==> src/rtl/fmt_pkg.sv <==
// Shared encoding identifiers for the signed-format converter.
// Assumes a 3-bit format code; codes outside the five defined ones
// fold onto two's complement.
package fmt_pkg;

    typedef enum logic [2:0] {
        FMT_SIGNMAG = 3'd0,
        FMT_ONESC   = 3'd1,
        FMT_TWOSC   = 3'd2,
        FMT_BIASED  = 3'd3,
        FMT_ZIGZAG  = 3'd4
    } fmt_e;

    // Map a raw select code onto a defined format (R9: spare codes -> two's complement).
    function automatic fmt_e to_fmt(input logic [2:0] code);
        fmt_e f;
        case (code)
            3'd0:    f = FMT_SIGNMAG;
            3'd1:    f = FMT_ONESC;
            3'd3:    f = FMT_BIASED;
            3'd4:    f = FMT_ZIGZAG;
            default: f = FMT_TWOSC;
        endcase
        return f;
    endfunction

endpackage

==> src/rtl/fmt_decode.sv <==
// Decoder: turns a W-bit word of the selected encoding into a canonical
// sign and an unsigned W-bit magnitude (wide enough for 2^(W-1)).
// Negative zero is detected and folded to positive zero, so that a set
// sign always comes with a non-zero magnitude. Purely combinational.
// Assumes W >= 2.
module fmt_decode
    import fmt_pkg::*;
#(
    parameter int W = 8
) (
    input  fmt_e           fmt,
    input  logic [W-1:0]   code,
    output logic           sgn,
    output logic [W-1:0]   mag,
    output logic           negz
);
    localparam logic [W-1:0] MSB_MASK = {1'b1, {(W-1){1'b0}}};
    localparam logic [W-1:0] ONE      = {{(W-1){1'b0}}, 1'b1};

    logic           raw_sgn;
    logic [W-1:0]   raw_mag;
    logic [W-1:0]   tc_word;
    logic [W-1:0]   half;

    // Reinterpret the biased form as two's complement by flipping the MSB.
    always_comb tc_word = (fmt == FMT_BIASED) ? (code ^ MSB_MASK) : code;

    // Zig-zag word shifted right by one: the magnitude before sign correction.
    always_comb half = {1'b0, code[W-1:1]};

    // Per-format extraction of sign and magnitude.
    always_comb begin
        raw_sgn = 1'b0;
        raw_mag = '0;
        case (fmt)
            FMT_SIGNMAG: begin
                raw_sgn = code[W-1];
                raw_mag = {1'b0, code[W-2:0]};
            end
            FMT_ONESC: begin
                raw_sgn = code[W-1];
                raw_mag = code[W-1] ? ~code : code;
            end
            FMT_ZIGZAG: begin
                raw_sgn = code[0];
                raw_mag = code[0] ? (half + ONE) : half;
            end
            default: begin
                raw_sgn = tc_word[W-1];
                raw_mag = tc_word[W-1] ? (~tc_word + ONE) : tc_word;
            end
        endcase
    end

    // Fold a negative zero to the canonical positive zero.
    always_comb begin
        negz = raw_sgn && (raw_mag == '0);
        sgn  = raw_sgn && !negz;
        mag  = raw_mag;
    end

endmodule

==> src/rtl/fmt_encode.sv <==
// Encoder: builds the W-bit word of the selected encoding from a
// canonical sign and magnitude. Assumes the magnitude is at most
// 2^(W-2)... up to 2^(W-1) when negative and at most 2^(W-1)-1 when
// positive, and that the sign is clear for zero. The value -2^(W-1) has
// no form in the dual-zero encodings: it raises oor and drives zeros.
// Purely combinational. Assumes W >= 2.
module fmt_encode
    import fmt_pkg::*;
#(
    parameter int W = 8
) (
    input  fmt_e           fmt,
    input  logic           sgn,
    input  logic [W-1:0]   mag,
    output logic [W-1:0]   code,
    output logic           oor
);
    localparam logic [W-1:0] MSB_MASK = {1'b1, {(W-1){1'b0}}};
    localparam logic [W-1:0] ONE      = {{(W-1){1'b0}}, 1'b1};

    logic           is_min;
    logic [W-1:0]   tc_word;
    logic [W-1:0]   dbl;
    logic [W-1:0]   low_mag;

    // Detect the one value the dual-zero encodings cannot hold.
    always_comb is_min = sgn && (mag == MSB_MASK);

    // Shared two's-complement form, also the base of the biased form.
    always_comb tc_word = sgn ? (~mag + ONE) : mag;

    // Magnitude doubled for zig-zag, and the magnitude without its MSB.
    always_comb begin
        dbl     = {mag[W-2:0], 1'b0};
        low_mag = {1'b0, mag[W-2:0]};
    end

    // Per-format word assembly.
    always_comb begin
        oor  = 1'b0;
        code = '0;
        case (fmt)
            FMT_SIGNMAG: begin
                oor  = is_min;
                code = is_min ? '0 : {sgn, mag[W-2:0]};
            end
            FMT_ONESC: begin
                oor  = is_min;
                code = is_min ? '0 : (sgn ? ~low_mag : low_mag);
            end
            FMT_BIASED: code = tc_word ^ MSB_MASK;
            FMT_ZIGZAG: code = sgn ? (dbl - ONE) : dbl;
            default:    code = tc_word;
        endcase
    end

endmodule

==> src/rtl/fmt_outreg.sv <==
// Output stage. With REG_OUT=1 the result and flags are captured on a
// clock edge where valid_in is high and held otherwise, and valid_out
// follows valid_in one clock later. With REG_OUT=0 everything passes
// straight through. Reset is synchronous and active low.
module fmt_outreg #(
    parameter int W       = 8,
    parameter bit REG_OUT = 1'b1
) (
    input  logic           clk,
    input  logic           rst_n,
    input  logic           valid_in,
    input  logic [W-1:0]   d_code,
    input  logic           d_oor,
    input  logic           d_negz,
    output logic           valid_out,
    output logic [W-1:0]   q_code,
    output logic           q_oor,
    output logic           q_negz
);
    generate
        if (REG_OUT) begin : g_reg
            // Capture on valid, hold otherwise, clear on reset.
            always_ff @(posedge clk) begin
                if (!rst_n) begin
                    valid_out <= 1'b0;
                    q_code    <= '0;
                    q_oor     <= 1'b0;
                    q_negz    <= 1'b0;
                end else begin
                    valid_out <= valid_in;
                    if (valid_in) begin
                        q_code <= d_code;
                        q_oor  <= d_oor;
                        q_negz <= d_negz;
                    end
                end
            end

            // the strobe is the input strobe one clock later.
            p_valid_lat_r10: assert property (@(posedge clk) disable iff (!rst_n)
                valid_in |=> valid_out);
            p_valid_idle_r10: assert property (@(posedge clk) disable iff (!rst_n)
                !valid_in |=> !valid_out);
            // the captured word is the one presented with valid_in.
            p_data_lat_r10: assert property (@(posedge clk) disable iff (!rst_n)
                valid_in |=> (q_code == $past(d_code)));
            // no valid, no change.
            p_hold_r11: assert property (@(posedge clk) disable iff (!rst_n)
                !valid_in |=> ($stable(q_code) && $stable(q_oor) && $stable(q_negz)));
        end else begin : g_comb
            // Pass-through variant: no latency.
            always_comb begin
                valid_out = valid_in;
                q_code    = d_code;
                q_oor     = d_oor;
                q_negz    = d_negz;
            end
        end
    endgenerate

endmodule

==> src/rtl/fmt_xcode.sv <==
// Signed-format converter top. Decodes data_in from the src_fmt encoding
// to a canonical sign/magnitude, encodes it into the dst_fmt encoding,
// flags the unrepresentable case and negative-zero inputs, and passes the
// result through an optional output register.
// Assumes W >= 2; format codes 5..7 act as two's complement.
module fmt_xcode
    import fmt_pkg::*;
#(
    parameter int W       = 8,
    parameter bit REG_OUT = 1'b1
) (
    input  logic           clk,
    input  logic           rst_n,
    input  logic           valid_in,
    input  logic [2:0]     src_fmt,
    input  logic [2:0]     dst_fmt,
    input  logic [W-1:0]   data_in,
    output logic           valid_out,
    output logic [W-1:0]   data_out,
    output logic           range_err,
    output logic           neg_zero
);
    localparam logic [W-1:0] MIN_MAG = {1'b1, {(W-1){1'b0}}};

    fmt_e           src_e;
    fmt_e           dst_e;
    logic           c_sgn;
    logic [W-1:0]   c_mag;
    logic           c_negz;
    logic [W-1:0]   e_code;
    logic           e_oor;

    // Resolve the raw select codes to defined formats.
    always_comb begin
        src_e = to_fmt(src_fmt);
        dst_e = to_fmt(dst_fmt);
    end

    fmt_decode #(.W(W)) dec_i (
        .fmt  (src_e),
        .code (data_in),
        .sgn  (c_sgn),
        .mag  (c_mag),
        .negz (c_negz)
    );

    fmt_encode #(.W(W)) enc_i (
        .fmt  (dst_e),
        .sgn  (c_sgn),
        .mag  (c_mag),
        .code (e_code),
        .oor  (e_oor)
    );

    fmt_outreg #(.W(W), .REG_OUT(REG_OUT)) out_i (
        .clk       (clk),
        .rst_n     (rst_n),
        .valid_in  (valid_in),
        .d_code    (e_code),
        .d_oor     (e_oor),
        .d_negz    (c_negz),
        .valid_out (valid_out),
        .q_code    (data_out),
        .q_oor     (range_err),
        .q_negz    (neg_zero)
    );

    // the canonical form never carries a signed zero.
    p_canon_sign_r6: assert property (@(posedge clk) disable iff (!rst_n)
        c_sgn |-> (c_mag != '0));
    // a positive canonical magnitude stays below 2^(W-1).
    p_canon_pos_r6: assert property (@(posedge clk) disable iff (!rst_n)
        !c_sgn |-> (c_mag < MIN_MAG));
    // a range error only comes from the most negative value.
    p_oor_source_r7: assert property (@(posedge clk) disable iff (!rst_n)
        e_oor |-> (c_sgn && c_mag == MIN_MAG));
    // a flagged output word is all zeros.
    p_oor_zero_r7: assert property (@(posedge clk) disable iff (!rst_n)
        range_err |-> (data_out == '0));
    // a negative zero reaches the encoder as positive zero.
    p_negz_canon_r8: assert property (@(posedge clk) disable iff (!rst_n)
        c_negz |-> (!c_sgn && c_mag == '0 && !e_oor));
    // only the dual-zero source formats can report a negative zero.
    p_negz_src_r8: assert property (@(posedge clk) disable iff (!rst_n)
        c_negz |-> (src_e == FMT_SIGNMAG || src_e == FMT_ONESC));

endmodule

==> config.mk <==
export PLATFORM = sky130hd
export DESIGN_NAME = fmt_xcode
export DESIGN_NICKNAME = d
export VERILOG_FILES = /design/src/rtl/fmt_pkg.sv /design/src/rtl/fmt_decode.sv /design/src/rtl/fmt_encode.sv /design/src/rtl/fmt_outreg.sv /design/src/rtl/fmt_xcode.sv
export SDC_FILE = /design/constraint.sdc
export NUM_CORES = 1
export LEC_CHECK = 0
export ABC_AREA = 1
export BUFFER_PORTS_ARGS = -buffer_cell sky130_fd_sc_hd__buf_2
export CORE_MARGIN = 2
export CORE_UTILIZATION = 58
export DETAILED_ROUTE_END_ITERATION = 10
export HOLD_SLACK_MARGIN = 0.05
export PLACE_DENSITY_LB_ADDON = 0.2
export SLEW_MARGIN = 25
export SYNTH_ARGS = -nofsm -noshare
export SYNTH_HDL_FRONTEND = slang
export SYNTH_SLANG_ARGS = --single-unit
==> constraint.sdc <==
create_clock -name clk -period 3.4 [get_ports clk]
set_input_delay 0.68 -clock clk [delete_from_list [all_inputs] [get_ports clk]]
set_output_delay 0.68 -clock clk [all_outputs]
set_load 0.005 [all_outputs]
==> impl_metrics.yaml <==
yosys:
  synth.cells.most_frequent: "sky130_fd_sc_hd__nand2_1 (125), sky130_fd_sc_hd__nand3_1 (57), sky130_fd_sc_hd__nor2_1 (45), sky130_fd_sc_hd__inv_1 (40), sky130_fd_sc_hd__o21ai_0 (15)"
  syn-cell-area_mm2: 0.00185
  synth_top_area_frac: 0.254
  synth_top_family_by_area: "simple AND/OR/NAND/NOR gates"
  synth.top_cells.by_area: "sky130_fd_sc_hd__nand2_1 (25%), sky130_fd_sc_hd__nand3_1 (15%), sky130_fd_sc_hd__dfxtp_1 (12%), sky130_fd_sc_hd__nor2_1 (9.1%), sky130_fd_sc_hd__inv_1 (8.1%)"
  synth.lib_cells_used.distinct: 27
  synth-xor-area-share: 0.0237
  synth_cells: 356
  sequential_to_total_area_share_from_yosys_stat: 0.119
  synth.area.mux_share: 0
  synth_enable_flop_cells: 0
  synth_area_per_cell_um2: 5.19
  complex_gate_fraction_of_the_synthesized_area: 0.110
  yosys_register_bits: 11
  synth_top_cell_by_area: "sky130_fd_sc_hd__nand2_1"
  ys_async_rst_share: 0
  synth.most_common_cell: "sky130_fd_sc_hd__nand2_1"
  dominantRegCellSynth: "sky130_fd_sc_hd__dfxtp_1"
  synthesis.nets: 378
  post_synth_and_or_nand_nor_area_fraction: 0.602
  post_synth_fa_ha_maj_area_fraction: 0.0339
  ys_warn_count: 0
clock_network:
  path_clk_slew_ns: 0.07
  clock-root-buffer: "sky130_fd_sc_hd__clkbuf_4"
  clock_sinks: 11
  post_cts_buffers: 0
  post_cts_resized: 0
  worst_skew_pair.late_latency_ns: 0.27
  cts_made_buffers: 3
  cts_max_level: 1
  holdBufCountCts: 0
  cts_tree: "done"
  maximum_buffer_depth_of_the_clock_tree: 2
timing:
  timing.final.crit_period_ns: 2.93
  max_freq_mhz: 341
  setup_viol_count_final: 0
  setup_repair_after_global_routing_missed_its_margin: "false"
  relSlewSlack: 0.565
  layout_worst_path_cycle_share: 0.862
  fin_skew_ns: 0
  report.final.slew_viol_count: 0
  finalHoldViolCount: 0
  hold-worst-slack_ns: 0.465
  setup_tns_ns: 0
  max_slew.worst_pin.slew_ns: 0.650
power:
  vdd_ir_drop_max_v: 0.000226
  static-leakage-power_nw: 1.15
  p_sw_frac: 0.463
  clock_network_power_share: 0.180
  switch_pwr_uw: 237
  power_frac_seq: 0.278
  report.power.total_uw: 512
  p_comb_frac: 0.542
  cellInternalPower_uw: 275
  power_density_mw_per_mm2: 252
critical_path:
  end_kind: "flip-flop"
  timing.critical_path.arrival_ns: 3.10
  worst_setup_path_startpoint: "data_in[0]"
  timing.rr.start: "out_i.q_code[1]"
  worstSetupStartpointType: "input port"
  setup.worst_path.class: "in2reg"
  worst-endpoint-required_ns: 3.57
  path_max_fanout: 12
place:
  gp_weighted_congestion: 0.931
  dp.final_hpwl_mm: 3.77
  place.detailed.instances: 420
  port_buffers: 27
  post_dp_cell_area_mm2: 0.00200
die:
  placementRows: 20
  die_h_um: 60.4
  start_util: 0.605
  io_pins: 28
  fp.dieArea_mm2: 0.00365
  fp.coreArea_mm2: 0.00305
  die_width_um: 60.4
global_routing:
  globalRoute.totalOverflow: 0
  grt_pass1_vias: 1815
  grt_pass1_wl_mm: 7.88
  initial_antenna_violation_count: 0
  grt.total_usage: 0.279
  grt_start_max_net_pins: 17
routing:
  antenna_violating_nets_post_route: 0
  detail_route.iter0.violations: 147
  first_pass_iters: 7
  drc: 0
  vias: 2256
  dr_vias_cell: 5.32
  wirelength_mm: 4.88
  final_routed_wire_length_divided_by_cell_count_um: 11.5
cells_and_area:
  fin_nets: 403
  drive_above_1_share: 0.134
  num_antenna_cells: 0
  area_growth_syn_to_layout_pct: 9.89
  layoutNonFillerInstCount: 424
  final_area_mm2: 0.00203
  layout.filler_cells: 326
flow_run:
  max_capacitance_violation_count: 0
min_path:
  origin_of_the_worst_min_delay_path: "out_i.q_negz"
  timing.hold.worst.class: "reg2reg"
status:
  run_status: "finished clean"
## final cells by class
cell class	instances	area, um^2	area share
inverters	44	165	0.0813
well taps	44	55.1	0.0271
multi-input cells	293	1420	0.700
clock buffers	4	26.3	0.0129
repair buffers	28	143	0.0702
flip-flops and latches	11	220	0.108
## worst max-delay path, stage by stage
cell and delay [ns]:
sky130_fd_sc_hd__buf_2 0.18, sky130_fd_sc_hd__inv_1 0.15, sky130_fd_sc_hd__ha_1 0.33, sky130_fd_sc_hd__nand2_1 0.07
sky130_fd_sc_hd__nand2_1 0.05, sky130_fd_sc_hd__nor2_1 0.28, sky130_fd_sc_hd__ha_1 0.28, sky130_fd_sc_hd__nand3_2 0.18
sky130_fd_sc_hd__nor2_8 0.18, sky130_fd_sc_hd__nand2_4 0.08, sky130_fd_sc_hd__nand2_2 0.20, sky130_fd_sc_hd__nand2_1 0.11
sky130_fd_sc_hd__o211ai_1 0.10, sky130_fd_sc_hd__nand2_1 0.08, sky130_fd_sc_hd__nor2_1 0.10, sky130_fd_sc_hd__nor2_1 0.04
## stage by stage
stage	util	setup WS [ns]
6_report	0.665	0.468
5_1_grt	0.665	0.227
2_1_floorplan	-	0.620
3_3_place_gp	0.657	0.303
4_1_cts	0.665	0.512
3_5_place_dp	0.657	0.227
## sequential cells by signal, summed over array words and instances, names as in the netlist
signal           flops
out_i.q_code         8
out_i.q_negz         1
out_i.q_oor          1
out_i.valid_out      1
## placed cells by master, fill, tap and decap left out, drive strengths merged, types with 6 or more instances in the layout
cell,netlist,layout
buf,4,28
o211ai,6,6
nor2,48,48
o21ai,15,15
dfxtp,11,11
nand3,58,58
nand2,133,133
nand4,8,8
inv,44,44
a21oi,11,11
## power groups by stage
stage / logic [mW] / clock network, mW / registers [mW]
4_1_cts: 0.272 / 0.0927 / 0.143
5_1_grt: 0.310 / 0.0988 / 0.144
3_5_place_dp: 0.270 / 0 / 0.145
6_report: 0.277 / 0.0921 / 0.142
3_3_place_gp: 0.268 / 0 / 0.145
2_1_floorplan: 0.204 / 0 / 0.147
## metal layers
metal	share of wire	global-route usage	wire length, um
met5	0	0	0
met4	0.0074	0.0652	36
met3	0.11	0.0746	535
met2	0.43	0.399	2080
met1	0.46	0.416	2220
## cells by family (layout without fill, tap and decap cells)
family,Yosys count,in the layout
AO/OA/AOI/OAI,34,34
XOR/XNOR,5,5
adder cells (fa/ha/maj),5,5
buffers and inverters,52,76
flip-flops,11,11
AND/OR/NAND/NOR,249,249
## path summary, 6_finish.rpt
path	endpoint	cells past startpoint	slack [ns]
hold / removal	out_i.q_negz	2	0.46
setup / recovery	out_i.q_code[4]	16	0.47
setup reg to reg	out_i.q_code[1]	2	2.76
hold reg to reg	out_i.q_negz	2	0.46
No activity file was read; power rests on OpenSTA's default activity.
